==> src/rtl/smr_pkg.sv <==
package smr_pkg;
  localparam int unsigned ADDR_W     = 32;
  localparam int unsigned GRAN_SHIFT = 12;
  localparam int unsigned CODE_W     = 5;
  localparam int unsigned MIN_CODE   = 8;
  localparam int unsigned START_W    = ADDR_W - GRAN_SHIFT;

  localparam int unsigned CTRL_OFS   = 32'h044;
  localparam int unsigned SEC_OFS    = 32'h048;
  localparam int unsigned RANGE_BASE = 32'h080;
  localparam int unsigned LOCK_BIT   = 31;

  typedef enum logic [1:0] {
    PERM_RW    = 2'd0,
    PERM_RO    = 2'd1,
    PERM_WO    = 2'd2,
    PERM_ABORT = 2'd3
  } perm_e;

  typedef struct packed {
    logic [START_W-1:0] start;
    logic [CODE_W-1:0]  code;
    logic               rz;
    perm_e              perm;
    logic               valid;
  } range_t;

  function automatic range_t word_to_range(input logic [31:0] w);
    range_t r;
    r.start = w[31:12];
    r.code  = w[11:7];
    r.rz    = w[3];
    r.perm  = perm_e'(w[2:1]);
    r.valid = w[0];
    return r;
  endfunction

  function automatic logic [31:0] range_to_word(input range_t r);
    return {r.start, r.code, 3'b000, r.rz, r.perm, r.valid};
  endfunction
endpackage

==> src/rtl/smr_cfg_regs.sv <==
module smr_cfg_regs
  import smr_pkg::*;
#(
  parameter int unsigned N_RANGES = 16,
  parameter int unsigned CFG_AW   = 12
) (
  input  logic                      clk_i,
  input  logic                      rst_ni,
  input  logic                      cfg_we_i,
  input  logic                      cfg_secure_i,
  input  logic [CFG_AW-1:0]         cfg_addr_i,
  input  logic [31:0]               cfg_wdata_i,
  output logic [31:0]               cfg_rdata_o,
  output range_t [N_RANGES-1:0]     ranges_o,
  output perm_e                     def_perm_o,
  output logic                      def_rz_o
);
  localparam int unsigned IDX_W     = (N_RANGES > 1) ? $clog2(N_RANGES) : 1;
  localparam int unsigned RANGE_END = RANGE_BASE + 8 * N_RANGES;

  logic [31:0]      ofs;
  logic [31:0]      rel;
  logic             in_tab;
  logic             hi_word;
  logic [IDX_W-1:0] idx;
  logic             wr_ok;
  logic             tab_we;
  logic             lock_q;
  logic             sec_q;
  perm_e            def_perm_q;
  logic             def_rz_q;

  assign ofs     = 32'(cfg_addr_i);
  assign rel     = ofs - RANGE_BASE;
  assign in_tab  = (ofs >= RANGE_BASE) && (ofs < RANGE_END) && (ofs[1:0] == 2'b00);
  assign hi_word = ofs[2];
  assign idx     = IDX_W'(rel >> 3);
  // non-secure writes are dropped once the security bit is set
  assign wr_ok   = cfg_we_i && (!sec_q || cfg_secure_i);
  assign tab_we  = wr_ok && !lock_q && in_tab && !hi_word;

  for (genvar g = 0; g < N_RANGES; g++) begin : g_ent
    range_t ent_q;
    always_ff @(posedge clk_i or negedge rst_ni) begin
      if (!rst_ni)                               ent_q <= '0;
      else if (tab_we && (idx == IDX_W'(g)))     ent_q <= word_to_range(cfg_wdata_i);
    end
    assign ranges_o[g] = ent_q;
  end

  always_ff @(posedge clk_i or negedge rst_ni) begin
    if (!rst_ni) begin
      def_perm_q <= PERM_RW;
      def_rz_q   <= 1'b0;
    end else if (tab_we && (idx == '0)) begin
      def_perm_q <= perm_e'(cfg_wdata_i[5:4]);
      def_rz_q   <= cfg_wdata_i[6];
    end
  end

  always_ff @(posedge clk_i or negedge rst_ni) begin
    if (!rst_ni)                                                 lock_q <= 1'b0;
    else if (wr_ok && (ofs == CTRL_OFS) && cfg_wdata_i[LOCK_BIT]) lock_q <= 1'b1;
  end

  always_ff @(posedge clk_i or negedge rst_ni) begin
    if (!rst_ni)                          sec_q <= 1'b0;
    else if (wr_ok && (ofs == SEC_OFS))   sec_q <= cfg_wdata_i[0];
  end

  always_comb begin
    cfg_rdata_o = '0;
    if (in_tab && !hi_word) begin
      cfg_rdata_o = range_to_word(ranges_o[idx]);
      if (idx == '0) cfg_rdata_o[6:4] = {def_rz_q, def_perm_q};
    end else if (ofs == CTRL_OFS) begin
      cfg_rdata_o[LOCK_BIT] = lock_q;
    end else if (ofs == SEC_OFS) begin
      cfg_rdata_o[0] = sec_q;
    end
  end

  assign def_perm_o = def_perm_q;
  assign def_rz_o   = def_rz_q;

  assert_lock_sticky_R9: assert property (@(posedge clk_i) disable iff (!rst_ni)
    lock_q |=> lock_q);

  assert_table_frozen_R9: assert property (@(posedge clk_i) disable iff (!rst_ni)
    lock_q |=> ($stable(ranges_o) && $stable(def_perm_q) && $stable(def_rz_q)));

  assert_ns_write_dropped_R10: assert property (@(posedge clk_i) disable iff (!rst_ni)
    (sec_q && cfg_we_i && !cfg_secure_i) |=>
      ($stable(ranges_o) && $stable(lock_q) && $stable(sec_q) && $stable(def_perm_q)));
endmodule

==> config.mk <==
export PLATFORM = sky130hd
export DESIGN_NAME = smr_cfg_regs
export DESIGN_NICKNAME = d
export VERILOG_FILES = /design/src/rtl/smr_pkg.sv /design/src/rtl/smr_cfg_regs.sv
export SDC_FILE = /design/constraint.sdc
export NUM_CORES = 1
export LEC_CHECK = 0
export ABC_AREA = 1
export BUFFER_PORTS_ARGS = -buffer_cell sky130_fd_sc_hd__buf_2
export CORE_AREA = 2 2 220 222
export DETAILED_ROUTE_END_ITERATION = 8
export DIE_AREA = 0 0 222 224
export PLACE_DENSITY_LB_ADDON = 0.25
export SKIP_LAST_GASP = 1
export SLEW_MARGIN = 5
export SYNTH_ARGS = -nofsm -noshare
export SYNTH_HDL_FRONTEND = slang
export SYNTH_SLANG_ARGS = --single-unit
==> constraint.sdc <==
create_clock -name clk_i -period 1.5 [get_ports clk_i]
set_input_delay 0.225 -clock clk_i [delete_from_list [all_inputs] [get_ports clk_i]]
set_output_delay 0.225 -clock clk_i [all_outputs]
set_load 0.01 [all_outputs]
Yosys cells after proc, flatten, opt, wreduce, memory -nomap -nowiden --
Index checks and enable logic that the tools add are counted.
Operators by class: add/sub/neg operators 1, multipliers 0, divide/modulo/power cells 0, magnitude comparators 3, equality and inequality tests 17, shift-type cells 0, mux-type cells 9, bitwise logic cells 0, reduce and logical (&&, ||, !) cells 32
Operators by type and width (count):
- 29-bit binary-select mux with 4-bit select | 1
- 4-bit equality test, second input constant | 8
- 30-bit two-way mux | 1
- 29-bit two-way mux | 1
- 1-bit logical AND | 26
- 12-bit by 7-bit equality test with 1-bit output, second input constant | 2
- 4-bit by 3-bit equality test with 1-bit output, second input constant | 4
- 12-bit by 8-bit >= comparator with 1-bit output, second input constant | 1
- 12-bit by 9-bit < comparator with 1-bit output, second input constant | 1
- 4-bit by 2-bit equality test with 1-bit output, second input constant | 2
- 7-bit by 1-bit subtractor with 7-bit output, second input constant | 1
- 4-bit by 5-bit < comparator with 1-bit output, second input constant | 1
- 1-bit two-way mux | 5
- 4-bit by 1-bit equality test with 1-bit output, second input constant | 1
- 4-bit zero test | 1
- 1-bit zero test | 3
- 3-bit two-way mux | 1
- 2-bit zero test | 1
- 1-bit logical OR | 1
Word-level totals: register bits after elaboration 469, latch bits 0, bits in writable memories 0, memory bits (read-only) 0, output and inout bits 499, word-level logic and storage cells 146, memories kept 0

Logic depth before layout (Yosys ltp) --
word-level depth 7, gate-level depth with buffers 12, mapped depth without buffers 9

Worst setup path before layout --
No wires, ideal clock.
path kind input-to-output, start input port cfg_addr_i[1], end output port cfg_rdata_o[4], arrival time 1400 ps, setup slack -125 ps, stages 7, buffers on the path 2, cells stage by stage nor2_2 nand3_2 nor2_8 buf_8 buf_4 inv_1 nor3b_1
On the way: word-level cells in the longest chain between the ends 5
RTL lines:
- from (decl) | line smr_cfg_regs.sv:11 | input logic [CFG_AW-1:0] cfg_addr_i,
- 12-bit by 8-bit >= comparator with 1-bit output / 12-bit by 9-bit < comparator with 1-bit output (equally long branches) | line smr_cfg_regs.sv:35 | assign in_tab = (ofs >= RANGE_BASE) && (ofs < RANGE_END) && (ofs[1:0] == 2'b00);
- 1-bit logical AND (2 in series) | line smr_cfg_regs.sv:35
- 1-bit logical AND | line smr_cfg_regs.sv:73 | if (in_tab && !hi_word) begin
- 30-bit two-way mux (*) | line smr_cfg_regs.sv:73
- to (decl) | line smr_cfg_regs.sv:13 | output logic [31:0] cfg_rdata_o,
Every way passes the cells marked *; elsewhere a longest branch is shown, timed or not.

Worst setup path in the final report --
start register g_ent[4].ent_q (netlist bit ranges_o[125]), end output port cfg_rdata_o[12]
On the way: word-level cells in the longest chain between the ends 3
RTL lines:
- from (decl) | line smr_cfg_regs.sv:43 | range_t ent_q;
- from (signal assigned) | line smr_cfg_regs.sv:46 | else if (tab_we && (idx == IDX_W'(g))) ent_q <= word_to_range(cfg_wdata_i);
- 29-bit binary-select mux with 4-bit select | line smr_cfg_regs.sv:74 | cfg_rdata_o = range_to_word(ranges_o[idx]);
- 29-bit two-way mux (implied by the code) | line smr_cfg_regs.sv:74
- 30-bit two-way mux | line smr_cfg_regs.sv:73
No other way between the ends. The select of a mux whose other input is x is not followed.

==> impl_summary.txt <==
----------------------------------------------------
[Timing]
  Final Hold Slack ... 81.5 ps
  Number of pins exceeding their max-slew limit in the final report ... 0
  Share of the cycle needed by the critical path after routing ... 1.38
  Slack of the critical path ... -566 ps
  Relative max-transition margin ... 0.345
  Achievable Freq ... 484 MHz
  Minimum clock period ... 2070 ps
  Hold Fails Final Rpt ... 0
  Worst-margin pin slew ... 981 ps
  RSZ-0062 raised after global routing ... true
  Worst-case clock skew ... 30.0 ps
  Final count of negative-setup-slack endpoints ... 671

[Global route]
  Global-route wire length before repair ... 146 mm
  Overall Global Routing Usage ... 0.392
  Pin count of the biggest net entering global routing ... 59
  Overflow after GRT ... 0
  Via count of the first global-routing pass ... 22500
  Antenna violations before repair ... 1

[Worst setup path]
  Endpoint type of the worst setup path ... output pin
  Crit path DAT ... 1840 ps
  Maximum fanout along the worst path ... 3
  Logic depth of the worst register-to-register path ... 10
  R2R setup slack ... -510 ps
  Startpoint type of the worst setup path ... register
  Critical Setup Path Class ... register to output pin
  Required time of the critical path ... 1270 ps
  Worst reg2reg path startpoint ... sec_q
  Worst reg2reg path endpoint ... ranges_o[361]

[Clock network]
  Clk Latency, worst-skew pair ... 620 ps
  CTS clock-pin slew for the worst setup and hold paths ... 60 ps
  Number of sinks handled by clock tree synthesis ... 469
  Clk buf depth ... 3
  Clock tree from TritonCTS ... built
  CTS H-tree lvls ... 2
  Root buf cell ... clkbuf_16
  TritonCTS buffer count ... 50

[Yosys]
  Post-Synthesis Cell Area ... 21100 µm²
  Cell type contributing the most total cell area after synthesis ... dfrtp_1
  Top flip-flop cell by instance count after synthesis ... dfrtp_1
  Synthesis Warnings ... 0
  Number of enable-type register cells in the synthesized netlist ... 0
  Share of synthesized area spent on multiplexers ... 0
  Adder and majority cell fraction of the synthesized area ... 0
  Area fraction of the dominant cell type after synthesis ... 0.557
  Number of instances in the synthesized netlist ... 2571
  Xor-xnor portion of the synthesized cell area ... 0
  Area share of and/or/nand/nor cells after synthesis ... 0.229
  Fraction of registers with async set/reset ... 1.00
  Area fraction in compound gates after synthesis ... 0.145
  Largest family of logic cells by synthesized area ... simple AND/OR/NAND/NOR gates
  Unique masters post-synth ... 28
  Sequential-to-total area share from yosys stat ... 0.557
  Mean instance size in the synthesized netlist ... 8.20 µm²
  Most area-consuming cells after synthesis ... dfrtp_1, nand2_1, o21ai_0
  Net count after synthesis ... 2619
  Number of storage elements in the synthesis netlist ... 469

[Finish]
  Filler cells ... 3330
  Proportion of layout cells with a drive suffix above 1 ... 0.477
  Sequential cell area ... 11700 µm²
  Post-synthesis to final-layout area growth ... 62.3%
  Layout Nets ... 3612
  Footprint of the multi-input gates ... 10000 µm²

[Outcome]
  Status ... finished, violations left
  Failing checks ... negative setup slack

[Floorplanning]
  Number of placement rows ... 80
  Height of the die ... 224 µm
  Core Footprint ... 47300 µm²
  Die Outline Area ... 49700 µm²
  Effective utilization at floorplan ... 0.445
  I/O pins ... 547
  X dimension of the die ... 222 µm

[Power and ir drop]
  Power Total ... 27.8 mW
  Peak ir drop on the vdd network ... 0.000864 V
  Leakage power ... 18.2 nW
  PwrDens ... 811 nW/µm²

[Worst hold path]
  Hold crit path type ... primary input to register
  Number of cells on the worst hold path ... 4
  Destination of the worst hold path ... lock_q
  Origin of the worst min-delay path ... cfg_we_i

[Routing]
  Antenna-violating nets left ... 0
  Total DRC errors in the routed layout ... 0
  Via density ... 5.89
  First-iteration detailed-routing DRC count ... 3169
  Wirelength, routed ... 110 mm
  Vias ... 24800
  Number of iterations in the first detailed-routing pass ... 6
  Average wire length per cell after detail routing ... 26.1 µm

[Placement]
  Pre-CTS WS ... -574 ps
  Final HPWL from detailed placement ... 64.6 mm
  Final weighted congestion in routability-driven placement ... 1.07
  IO buf count ... 546

[Run]
  Maximum capacitance violations ... 0

----------------------------------------------------
==> metal layers <==
metal	global-route usage	vias to the layer above	share of wire
met5	0	-	0.00012
met3	0.0933	477	0.12
met2	0.596	1926	0.45
met4	0.184	2	0.069
met1	0.532	12000	0.37
li1	-	10400	-
==> report_power, final <==
part / leakage (nW) / internal [mW] / switching [mW] / total [mW]
logic: 10.9 / 0.928 / 1.87 / 2.79
registers: 6.54 / 12.7 / 0.0496 / 12.8
clock network: 0.753 / 6.76 / 5.44 / 12.2
total: 18.2 / 20.4 / 7.36 / 27.8
==> cell usage after synthesis (6+ instances only) <==
master and n:
buf_4 8, nand3_1 35, o21ai_1 172, nand4_1 21, clkbuf_1 98, nand2_1 791
inv_1 116, buf_1 8, o22ai_1 72, buf_2 56, o21ai_0 348, nand4_4 6
nor2_1 319, buf_6 22, dfrtp_1 469
==> stage by stage <==
stage | TNS [ps] | cell area [µm²] | cells | utilization
after floorplan | -53.4 | 21300 | 2571 | -
after global placement | -82550 | 26100 | 3744 | 0.552
after detailed placement | -97250 | 26100 | 3744 | 0.552
after CTS | -132260 | 31400 | 4105 | 0.663
after global routing | -172740 | 34200 | 4211 | 0.722
final | -140790 | 34200 | 4212 | 0.722
==> timing repair <==
action | 4_1_cts | 5_1_grt
endpoints found under the setup margin | 423 | 705
cloned | 36 | 42
pin swaps | 171 | 95
hold endpoints to repair | 473 | 0
buffers inserted | 243 | 83
hold buffers | 5 | 0
gates resized for setup | 361 | 540
==> cells by family after synthesis <==
family / after synthesis
buffers and inverters: 312
and+or+nand+nor: 1196
AOI/OAI and AO/OA: 594
DFF: 469
==> layout by cell type (no fill, tap or decap), types with 13 or more instances in the layout <==
| master | Yosys | layout |
|---|---|---|
| buf_12 | 0 | 92 |
| buf_16 | 0 | 21 |
| buf_2 | 56 | 530 |
| buf_4 | 8 | 383 |
| buf_6 | 22 | 60 |
| clkbuf_16 | 0 | 83 |
| dfrtp_1 | 469 | 460 |
| inv_1 | 116 | 114 |
| nand2_1 | 791 | 565 |
| nand2_2 | 3 | 129 |
| nand2_4 | 0 | 100 |
| nand3_2 | 1 | 24 |
| nand4_1 | 21 | 21 |
| nor2_1 | 319 | 274 |
| nor2_2 | 2 | 39 |
| nor2_4 | 5 | 13 |
| o21ai_0 | 348 | 129 |
| o21ai_1 | 172 | 223 |
| o21ai_2 | 0 | 165 |
| o22ai_1 | 72 | 61 |
==> worst max path at each step <==
stage	startpoint	to	slack, ps	cells past startpoint
after floorplan	sec_q	ranges_o[296]	-2	9
after global placement	cfg_addr_i[3]	cfg_rdata_o[13]	-590	11
after detailed placement	cfg_addr_i[3]	cfg_rdata_o[13]	-570	11
after CTS	ranges_o[319]	cfg_rdata_o[0]	-490	9
after global routing	ranges_o[300]	cfg_rdata_o[13]	-600	7
final	ranges_o[125]	cfg_rdata_o[12]	-570	7
==> sequential cells by signal (all words and copies together) (netlist names) <==
| signal | count |
|---|---|
| def_perm_o | 2 |
| sec_q | 1 |
| lock_q | 1 |
| def_rz_o | 1 |
| ranges_o | 464 |
==> critical path, stage by stage, from the launching register on <==
cell     delay, ps
dfrtp_1        420
nor2_1          80
nor2_1          90
nand2_1         70
nand2_2        110
nand3_2        100
nor2_4         220
buf_6          140
==> area by class of cell <==
cell class / count / area share
tap: 615 / 0.0225
antenna: 1 / 0.0000732
timing repair buffer: 1134 / 0.282
multi-input combinational: 1790 / 0.294
clock inverter: 14 / 0.00311
inverter: 119 / 0.0132
clock buffer: 70 / 0.0417
sequential: 469 / 0.343
Note: power is estimated with default switching activity, not from simulation.
